## src/rtl/supv_pkg.sv

```systemverilog
package supv_pkg;
  typedef enum logic {ST_HOLD = 1'b0, ST_RUN = 1'b1} supvState_t;

  typedef struct packed {
    logic clr;
    logic inc;
    logic selHold;
  } cntCtl_t;
endpackage

```

## src/rtl/supv_datapath.sv

```systemverilog
module supv_datapath
  import supv_pkg::*;
#(
  parameter int PRESCALE   = 4,
  parameter int HOLD_TICKS = 5,
  parameter int WD_LONG    = 12,
  parameter int WD_MID     = 8,
  parameter int WD_SHORT   = 4
) (
  input  logic       clk,
  input  logic       rstN,
  input  logic       supplyGoodIn,
  input  logic [1:0] wdSel,
  input  cntCtl_t    ctl,
  output logic       sgSync,
  output logic       lastTick
);
  localparam int PRE_W  = (PRESCALE > 1) ? $clog2(PRESCALE) : 1;
  localparam int MAX_AB = (WD_LONG > WD_MID) ? WD_LONG : WD_MID;
  localparam int MAX_CD = (WD_SHORT > HOLD_TICKS) ? WD_SHORT : HOLD_TICKS;
  localparam int MAXLIM = (MAX_AB > MAX_CD) ? MAX_AB : MAX_CD;
  localparam int CNT_W  = $clog2(MAXLIM + 1);

  logic             sgMeta;
  logic [PRE_W-1:0] preCnt;
  logic             tick;
  logic [CNT_W-1:0] cnt;
  logic [CNT_W-1:0] limit;

  always_ff @(posedge clk or negedge rstN) begin
    if (!rstN) begin
      sgMeta <= 1'b0;
      sgSync <= 1'b0;
    end else begin
      sgMeta <= supplyGoodIn;
      sgSync <= sgMeta;
    end
  end

  assign tick = (preCnt == PRE_W'(PRESCALE - 1));

  always_ff @(posedge clk or negedge rstN) begin
    if (!rstN)     preCnt <= '0;
    else if (tick) preCnt <= '0;
    else           preCnt <= preCnt + 1'b1;
  end

  always_comb begin
    if (ctl.selHold) limit = CNT_W'(HOLD_TICKS);
    else begin
      case (wdSel)
        2'b00:   limit = CNT_W'(WD_LONG);
        2'b01:   limit = CNT_W'(WD_MID);
        default: limit = CNT_W'(WD_SHORT);
      endcase
    end
  end

  assign lastTick = tick && (cnt >= limit - 1'b1);

  always_ff @(posedge clk or negedge rstN) begin
    if (!rstN)                cnt <= '0;
    else if (ctl.clr)         cnt <= '0;
    else if (ctl.inc && tick) cnt <= cnt + 1'b1;
  end


  kick_clear_chk: assert property (@(posedge clk) disable iff (!rstN)
    ctl.clr |=> (cnt == '0));


  cnt_bound_chk: assert property (@(posedge clk) disable iff (!rstN)
    cnt <= CNT_W'(MAXLIM));
endmodule

```

## src/rtl/supv_ctrl.sv

```systemverilog
module supv_ctrl
  import supv_pkg::*;
(
  input  logic       clk,
  input  logic       rstN,
  input  logic       sgSync,
  input  logic       lastTick,
  input  logic       kick,
  input  logic [1:0] wdSel,
  output cntCtl_t    ctl,
  output logic       inHold
);
  supvState_t state, stateNext;
  logic       wdOff;

  assign wdOff  = (wdSel == 2'b11);
  assign inHold = (state == ST_HOLD);

  always_comb begin
    stateNext   = state;
    ctl.clr     = 1'b0;
    ctl.inc     = 1'b0;
    ctl.selHold = (state == ST_HOLD);
    if (state == ST_HOLD) begin
      if (!sgSync) ctl.clr = 1'b1;
      else if (lastTick) begin
        stateNext = ST_RUN;
        ctl.clr   = 1'b1;
      end else ctl.inc = 1'b1;
    end else begin
      if (!sgSync) begin
        stateNext = ST_HOLD;
        ctl.clr   = 1'b1;
      end else if (kick || wdOff) ctl.clr = 1'b1;
      else if (lastTick) begin
        stateNext = ST_HOLD;
        ctl.clr   = 1'b1;
      end else ctl.inc = 1'b1;
    end
  end

  always_ff @(posedge clk or negedge rstN) begin
    if (!rstN) state <= ST_HOLD;
    else       state <= stateNext;
  end


  brownout_chk: assert property (@(posedge clk) disable iff (!rstN)
    (!inHold && !sgSync) |=> inHold);


  wd_off_chk: assert property (@(posedge clk) disable iff (!rstN)
    (!inHold && sgSync && wdSel == 2'b11) |=> !inHold);


  release_tick_chk: assert property (@(posedge clk) disable iff (!rstN)
    $fell(inHold) |-> $past(lastTick && sgSync));
endmodule

```

## src/rtl/supv_reset_core.sv

```systemverilog
module supv_reset_core #(
  parameter int PRESCALE   = 4,
  parameter int HOLD_TICKS = 5,
  parameter int WD_LONG    = 12,
  parameter int WD_MID     = 8,
  parameter int WD_SHORT   = 4,
  parameter bit ACTIVE_LOW = 1'b1
) (
  input  logic       clk,
  input  logic       rstN,
  input  logic       supplyGoodIn,
  input  logic       kick,
  input  logic [1:0] wdSel,
  output logic       resetOut
);
  supv_pkg::cntCtl_t ctl;
  logic sgSync, lastTick, inHold;

  supv_datapath #(
    .PRESCALE(PRESCALE), .HOLD_TICKS(HOLD_TICKS),
    .WD_LONG(WD_LONG), .WD_MID(WD_MID), .WD_SHORT(WD_SHORT)
  ) uDp (
    .clk(clk), .rstN(rstN), .supplyGoodIn(supplyGoodIn), .wdSel(wdSel),
    .ctl(ctl), .sgSync(sgSync), .lastTick(lastTick)
  );

  supv_ctrl uCtl (
    .clk(clk), .rstN(rstN), .sgSync(sgSync), .lastTick(lastTick),
    .kick(kick), .wdSel(wdSel), .ctl(ctl), .inHold(inHold)
  );

  generate
    if (ACTIVE_LOW) begin : gPolLow
      assign resetOut = ~inHold;
    end else begin : gPolHigh
      assign resetOut = inHold;
    end
  endgenerate
endmodule

```

## config.mk

```make
export PLATFORM = sky130hd
export DESIGN_NAME = supv_reset_core
export DESIGN_NICKNAME = d
export VERILOG_FILES = /design/src/rtl/supv_pkg.sv /design/src/rtl/supv_datapath.sv /design/src/rtl/supv_ctrl.sv /design/src/rtl/supv_reset_core.sv
export SDC_FILE = /design/constraint.sdc
export NUM_CORES = 1
export LEC_CHECK = 0
export ABC_AREA = 1
export BUFFER_PORTS_ARGS = -buffer_cell sky130_fd_sc_hd__buf_4
export CORE_AREA = 2 2 39 41
export CTS_BUF_LIST = sky130_fd_sc_hd__clkbuf_16
export DETAILED_ROUTE_END_ITERATION = 12
export DIE_AREA = 0 0 41 43
export SLEW_MARGIN = 20
export SYNTH_ARGS = -nofsm -noshare
export SYNTH_HDL_FRONTEND = slang
export SYNTH_HIERARCHICAL = 1
export SYNTH_SLANG_ARGS = --single-unit
```

## constraint.sdc

```tcl
create_clock -name clk -period 2.6 [get_ports clk]
set_input_delay 0.39 -clock clk [delete_from_list [all_inputs] [get_ports clk]]
set_output_delay 0.39 -clock clk [all_outputs]
set_load 0.01 [all_outputs]
```

==> After elaboration in Yosys (flattened, before gate mapping) <==
Cells that the tools add are included.
{ "classes": {"add_sub_neg": 3, "order_cmp": 1, "n_eq_ne": 3, "n_mux": 18, "n_reduce_logical": 5} }
{ "ops": {"columns": ["operator", "count"], "rows": [
  ["1-bit two-way mux", 12],
  ["4-bit two-way mux", 3],
  ["4-bit one-hot mux with 2 select lines", 1],
  ["4-bit by 1-bit adder with 4-bit output (second input constant)", 1],
  ["2-bit == test (second input constant)", 2],
  ["4-bit >= comparator", 1],
  ["2-bit two-way mux", 2],
  ["4-bit by 1-bit subtractor with 4-bit output (second input constant)", 1],
  ["2-bit by 1-bit adder with 2-bit output (second input constant)", 1],
  ["2-bit by 1-bit == test with 1-bit output (second input constant)", 1],
  ["1-bit logical AND", 2],
  ["2-bit logical NOT", 1],
  ["2-bit nonzero test", 1],
  ["1-bit logical OR", 1]
]} }
{ "totals": {"regBits": 9, "input_bits": 6, "wordCells": 35} }

==> Logic depth before layout (Yosys ltp) <==
{ "depth": {"depth_word": 13, "ltp_mapped": 19} }

==> By module <==
The synthesis kept the hierarchy.
{ "by_module_without_submodules": {"columns": ["module", "n_inst", "cells_per_inst", "area_each_um2"], "rows": [
  ["supv_datapath", 1, 53, 452.9],
  ["supv_ctrl", 1, 16, 90.1],
  ["supv_reset_core", 1, 1, 3.8]
]} }

==> Worst setup path before layout <==
Ideal clock, no wire load.
{ "synth_path": {"path_kind": "flip-flop to flip-flop", "start": "register uCtl.state", "end": "register uDp.cnt[3]", "setup_time_ns": 0.117, "arrival_ns": 2.016, "required_ns": 2.483, "setup_slack_ns": 0.467, "path_stages_with_launch": 18, "path_buffers": 1, "period_less_slack_ns": 2.133, "path_cell_list": "dfrtp_1 inv_1 buf_4 a21oi_1 nand2_1 ha_1 a21oi_1 nand3_1 nand2_1 inv_1 nor2_2 inv_1 a21oi_1 nand2_2 nor2_4 nand3_1 nand2_1 nor2_1"} }
{ "synth_lines": {"columns": ["item", "line", "rtl"], "rows": [
  ["start, declared", "supv_ctrl.sv:13", "supvState_t state, stateNext;"],
  ["start signal, assigned", "supv_ctrl.sv:44", "else state <= stateNext;"],
  ["end signal, assigned", "supv_datapath.sv:64", "else if (ctl.inc && tick) cnt <= cnt + 1'b1;"],
  ["end, declared", "supv_datapath.sv:27", "logic [CNT_W-1:0] cnt;"]
]} }

==> out/metrics.csv <==
metric,value,unit
final core occ,50.36,%
"EDFF count, synth",0,
most common cell in the netlist,inv_1,
post-route setup slack,325.8,ps
Syn Area/Cell,7.811,um^2
Detailed Routing Iterations Pass 1,4,
Switching Share,17.70,%
WL final,907,um
Synth Cell Area,546.8,um^2
CP endpoint kind,flop,
sequential fraction of design power,33.8,%
DR WL/cell,9.448,um
Row Count,14,
clk_skew,0.3831,ps
Commonest cells post-synth,"inv_1, nand2_1, dfrtp_1, nor2_1, ha_1",
Comb power frac,4.6,%
Final Hold Violating Endpoints,0,
Tmin final,2274,ps
mux share of post-synthesis cell area,0,%
"Req. time, crit path",2720,ps
first-pass GRT wire length,1.580,mm
clk root buf,clkbuf_16,
Worst-Skew Late Latency,230,ps
Worst slew margin,88.52,%
static leakage,0.4015,nW
Clk network pwr share,61.6,%
Adder-Cell Fraction of Synth Area,13.73,%
post-synthesis compound-gate area fraction,7.780,%
fin crit share,87.47,%
detailed-route vias per instance,4.625,
VDD IR-drop max,417.4,uV
number of global-route vias before repair,410,
Hold Path Cell Cnt,1,
Startpoint Class,flop,
CP peak stage delay,390,ps
I/O Pins,7,
post-synthesis xor/xnor area fraction,0,%
die height,43,um
fmax,439.7,MHz
post-route ant nets,0,
area of the core,0.001384,mm^2
Synth Instances,70,
Worst-path clk slew,40,ps
share of layout cells above drive strength 1,18.75,%
Synth Register Bits,9,
H-Tree Depth,1,
Sw Pwr,75.94,uW
Antenna Cells,0,
die area,0.001763,mm^2
main combinational cell family by area after synthesis,simple AND/OR/NAND/NOR gates,
dpl ws,253.4,ps
Slew @ Worst Pin,170.4,ps
I/O Buffers,6,
worst min path class,input pin to flop,
ys flop type,dfrtp_1,
clk sinks,9,
antenna violations before repair,0,
Power Density,615.7,mW/mm^2
CTS tree,built,
RSZ-0062 raised after global routing,no,
non-filler instance count after layout,96,
DR iter-0 viols,8,
Setup-failing EPs final,0,
post-synthesis sequential area ratio,41.19,%
largest cells by area after synthesis,"dfrtp_1, ha_1, inv_1",
Mapped Nets,82,
post-DP HPWL,698.5,um
Clock Path Buffers,2,
MaxCap Viol Count,0,
Fin Hold WS,263.2,ps
global placer's final weighted congestion,0.7964,
crit-path cells,"inv_1, a21oi_2, nand2_1, ha_1, a21oi_1, nand3_1, nand2_1, inv_1, nor2_2, inv_1, a21oi_1, nand2_2, nor2_4, nand3_1, nand2_1, nor2_1",
CP Max Fanout,5,
status,completed,
top cell type's share of synthesized area,41.19,%
Worst R2R Path Depth,16,
Final #Nets,93,
Filler cells,140,
Tot GR Track Use,14.77,%
Via Count,444,
critical path class,flop to flop,
Pint,353.1,uW
cts bufs inserted,3,
largest net degree at the start of global routing,10,
critical path arrival,2400,ps
global route overflow,0,
Area growth syn-to-layout,27.46,%
Starting Density,39.51,%
synth unique cells,16,
Synth async-reset ratio,100.0,%
# placed instances,91,
Critical-path top delay cell,dfrtp_1,
Setup TNS,0,ps
largest area contributor in the netlist,dfrtp_1,
Final Max Slew Viols,0,
Synth Warn #,6,
Post-Synth Simple-Gate Area,24.26,%
die width,41,um
DRC viols,0,
-- critical path, delay by kind of cell, from the launching register on --
family | cells | cell delay [ps]
AOI/OAI and AO/OA | 3 | 430
buffers and inverters | 3 | 210
and+or+nand+nor | 9 | 820
DFF | 1 | 390
adders and majority gates | 1 | 310
-- per-layer routing --
metal,GRT usage [%],up-vias,share of wire (%)
li1,-,232,-
met2,20.31,11,45
met1,15.82,196,45
met4,14.00,0,4.3
met5,0,-,0
met3,6.283,5,5.6
-- logic make-up (layout without fill, tap and decap cells) --
| logic type | Yosys count | in the layout |
|---|---|---|
| simple gates | 30 | 30 |
| buf+inv | 18 | 28 |
| flops | 9 | 9 |
| compound gates | 7 | 7 |
| fa+ha+maj | 6 | 6 |
-- final timing paths --
| kind | end | slack, ps | from |
|---|---|---|---|
| max reg2reg | uDp/cnt[3] | 330 | uCtl/state |
| min reg2reg | uDp/sgSync | 350 | uDp/sgMeta |
| min in group asynchronous | uDp/sgMeta | 520 | rstN |
| max | uDp/cnt[3] | 330 | uCtl/state |
| min | uDp/sgMeta | 260 | supplyGoodIn |
| max in group asynchronous | uDp/cnt[3] | 1950 | rstN |
-- through the flow --
step / total power [mW] / area, um^2
finish: 0.4291 / 696.9
global route: 0.4486 / 696.9
CTS: 0.4367 / 693.2
detailed placement: 0.1652 / 604.3
global placement: 0.1649 / 604.3
floorplan: 0.1546 / 546.8
-- registers in the layout (all words and copies together) (netlist names) --
register,cells
uDp/preCnt,2
uDp/sgSync,1
uCtl/state,1
uDp/cnt,4
uDp/sgMeta,1
-- repair_timing --
item	in CTS	in global routing
hold endpoints to repair	9	0
endpoints found under the setup margin	0	2
hold buffers	1	0
setup buffers	0	0
resized for setup	0	1
-- cell usage in the layout (no fill, tap or decap), drive strengths merged --
| cell type | count |
|---|---|
| nand3 | 2 |
| dfrtp | 9 |
| nor3 | 2 |
| o21ai | 3 |
| nor2 | 10 |
| nand4 | 1 |
| buf | 6 |
| nand2 | 15 |
| a21oi | 4 |
| inv | 18 |
| dlygate4sd3 | 1 |
| ha | 6 |
| clkbuf | 3 |
-- power groups by stage --
stage	logic [mW]	registers (mW)	clock network, mW
finish	0.0195	0.145	0.265
global route	0.0231	0.145	0.280
CTS	0.0197	0.145	0.272
detailed placement	0.0184	0.147	0
global placement	0.0182	0.147	0
floorplan	0.00821	0.146	0
-- area by class of cell --
| class | count | area (um^2) | area share, % |
|---|---|---|---|
| multi-input cells | 43 | 254.0 | 36.45 |
| flip-flops and latches | 9 | 225.2 | 32.32 |
| clock buffers | 3 | 75.07 | 10.77 |
| inverters | 17 | 63.81 | 9.156 |
| repair buffers | 7 | 55.05 | 7.899 |
| well taps | 16 | 20.02 | 2.873 |
| clock inverters | 1 | 3.754 | 0.5386 |
Note: power is estimated with default switching activity, not from simulation.
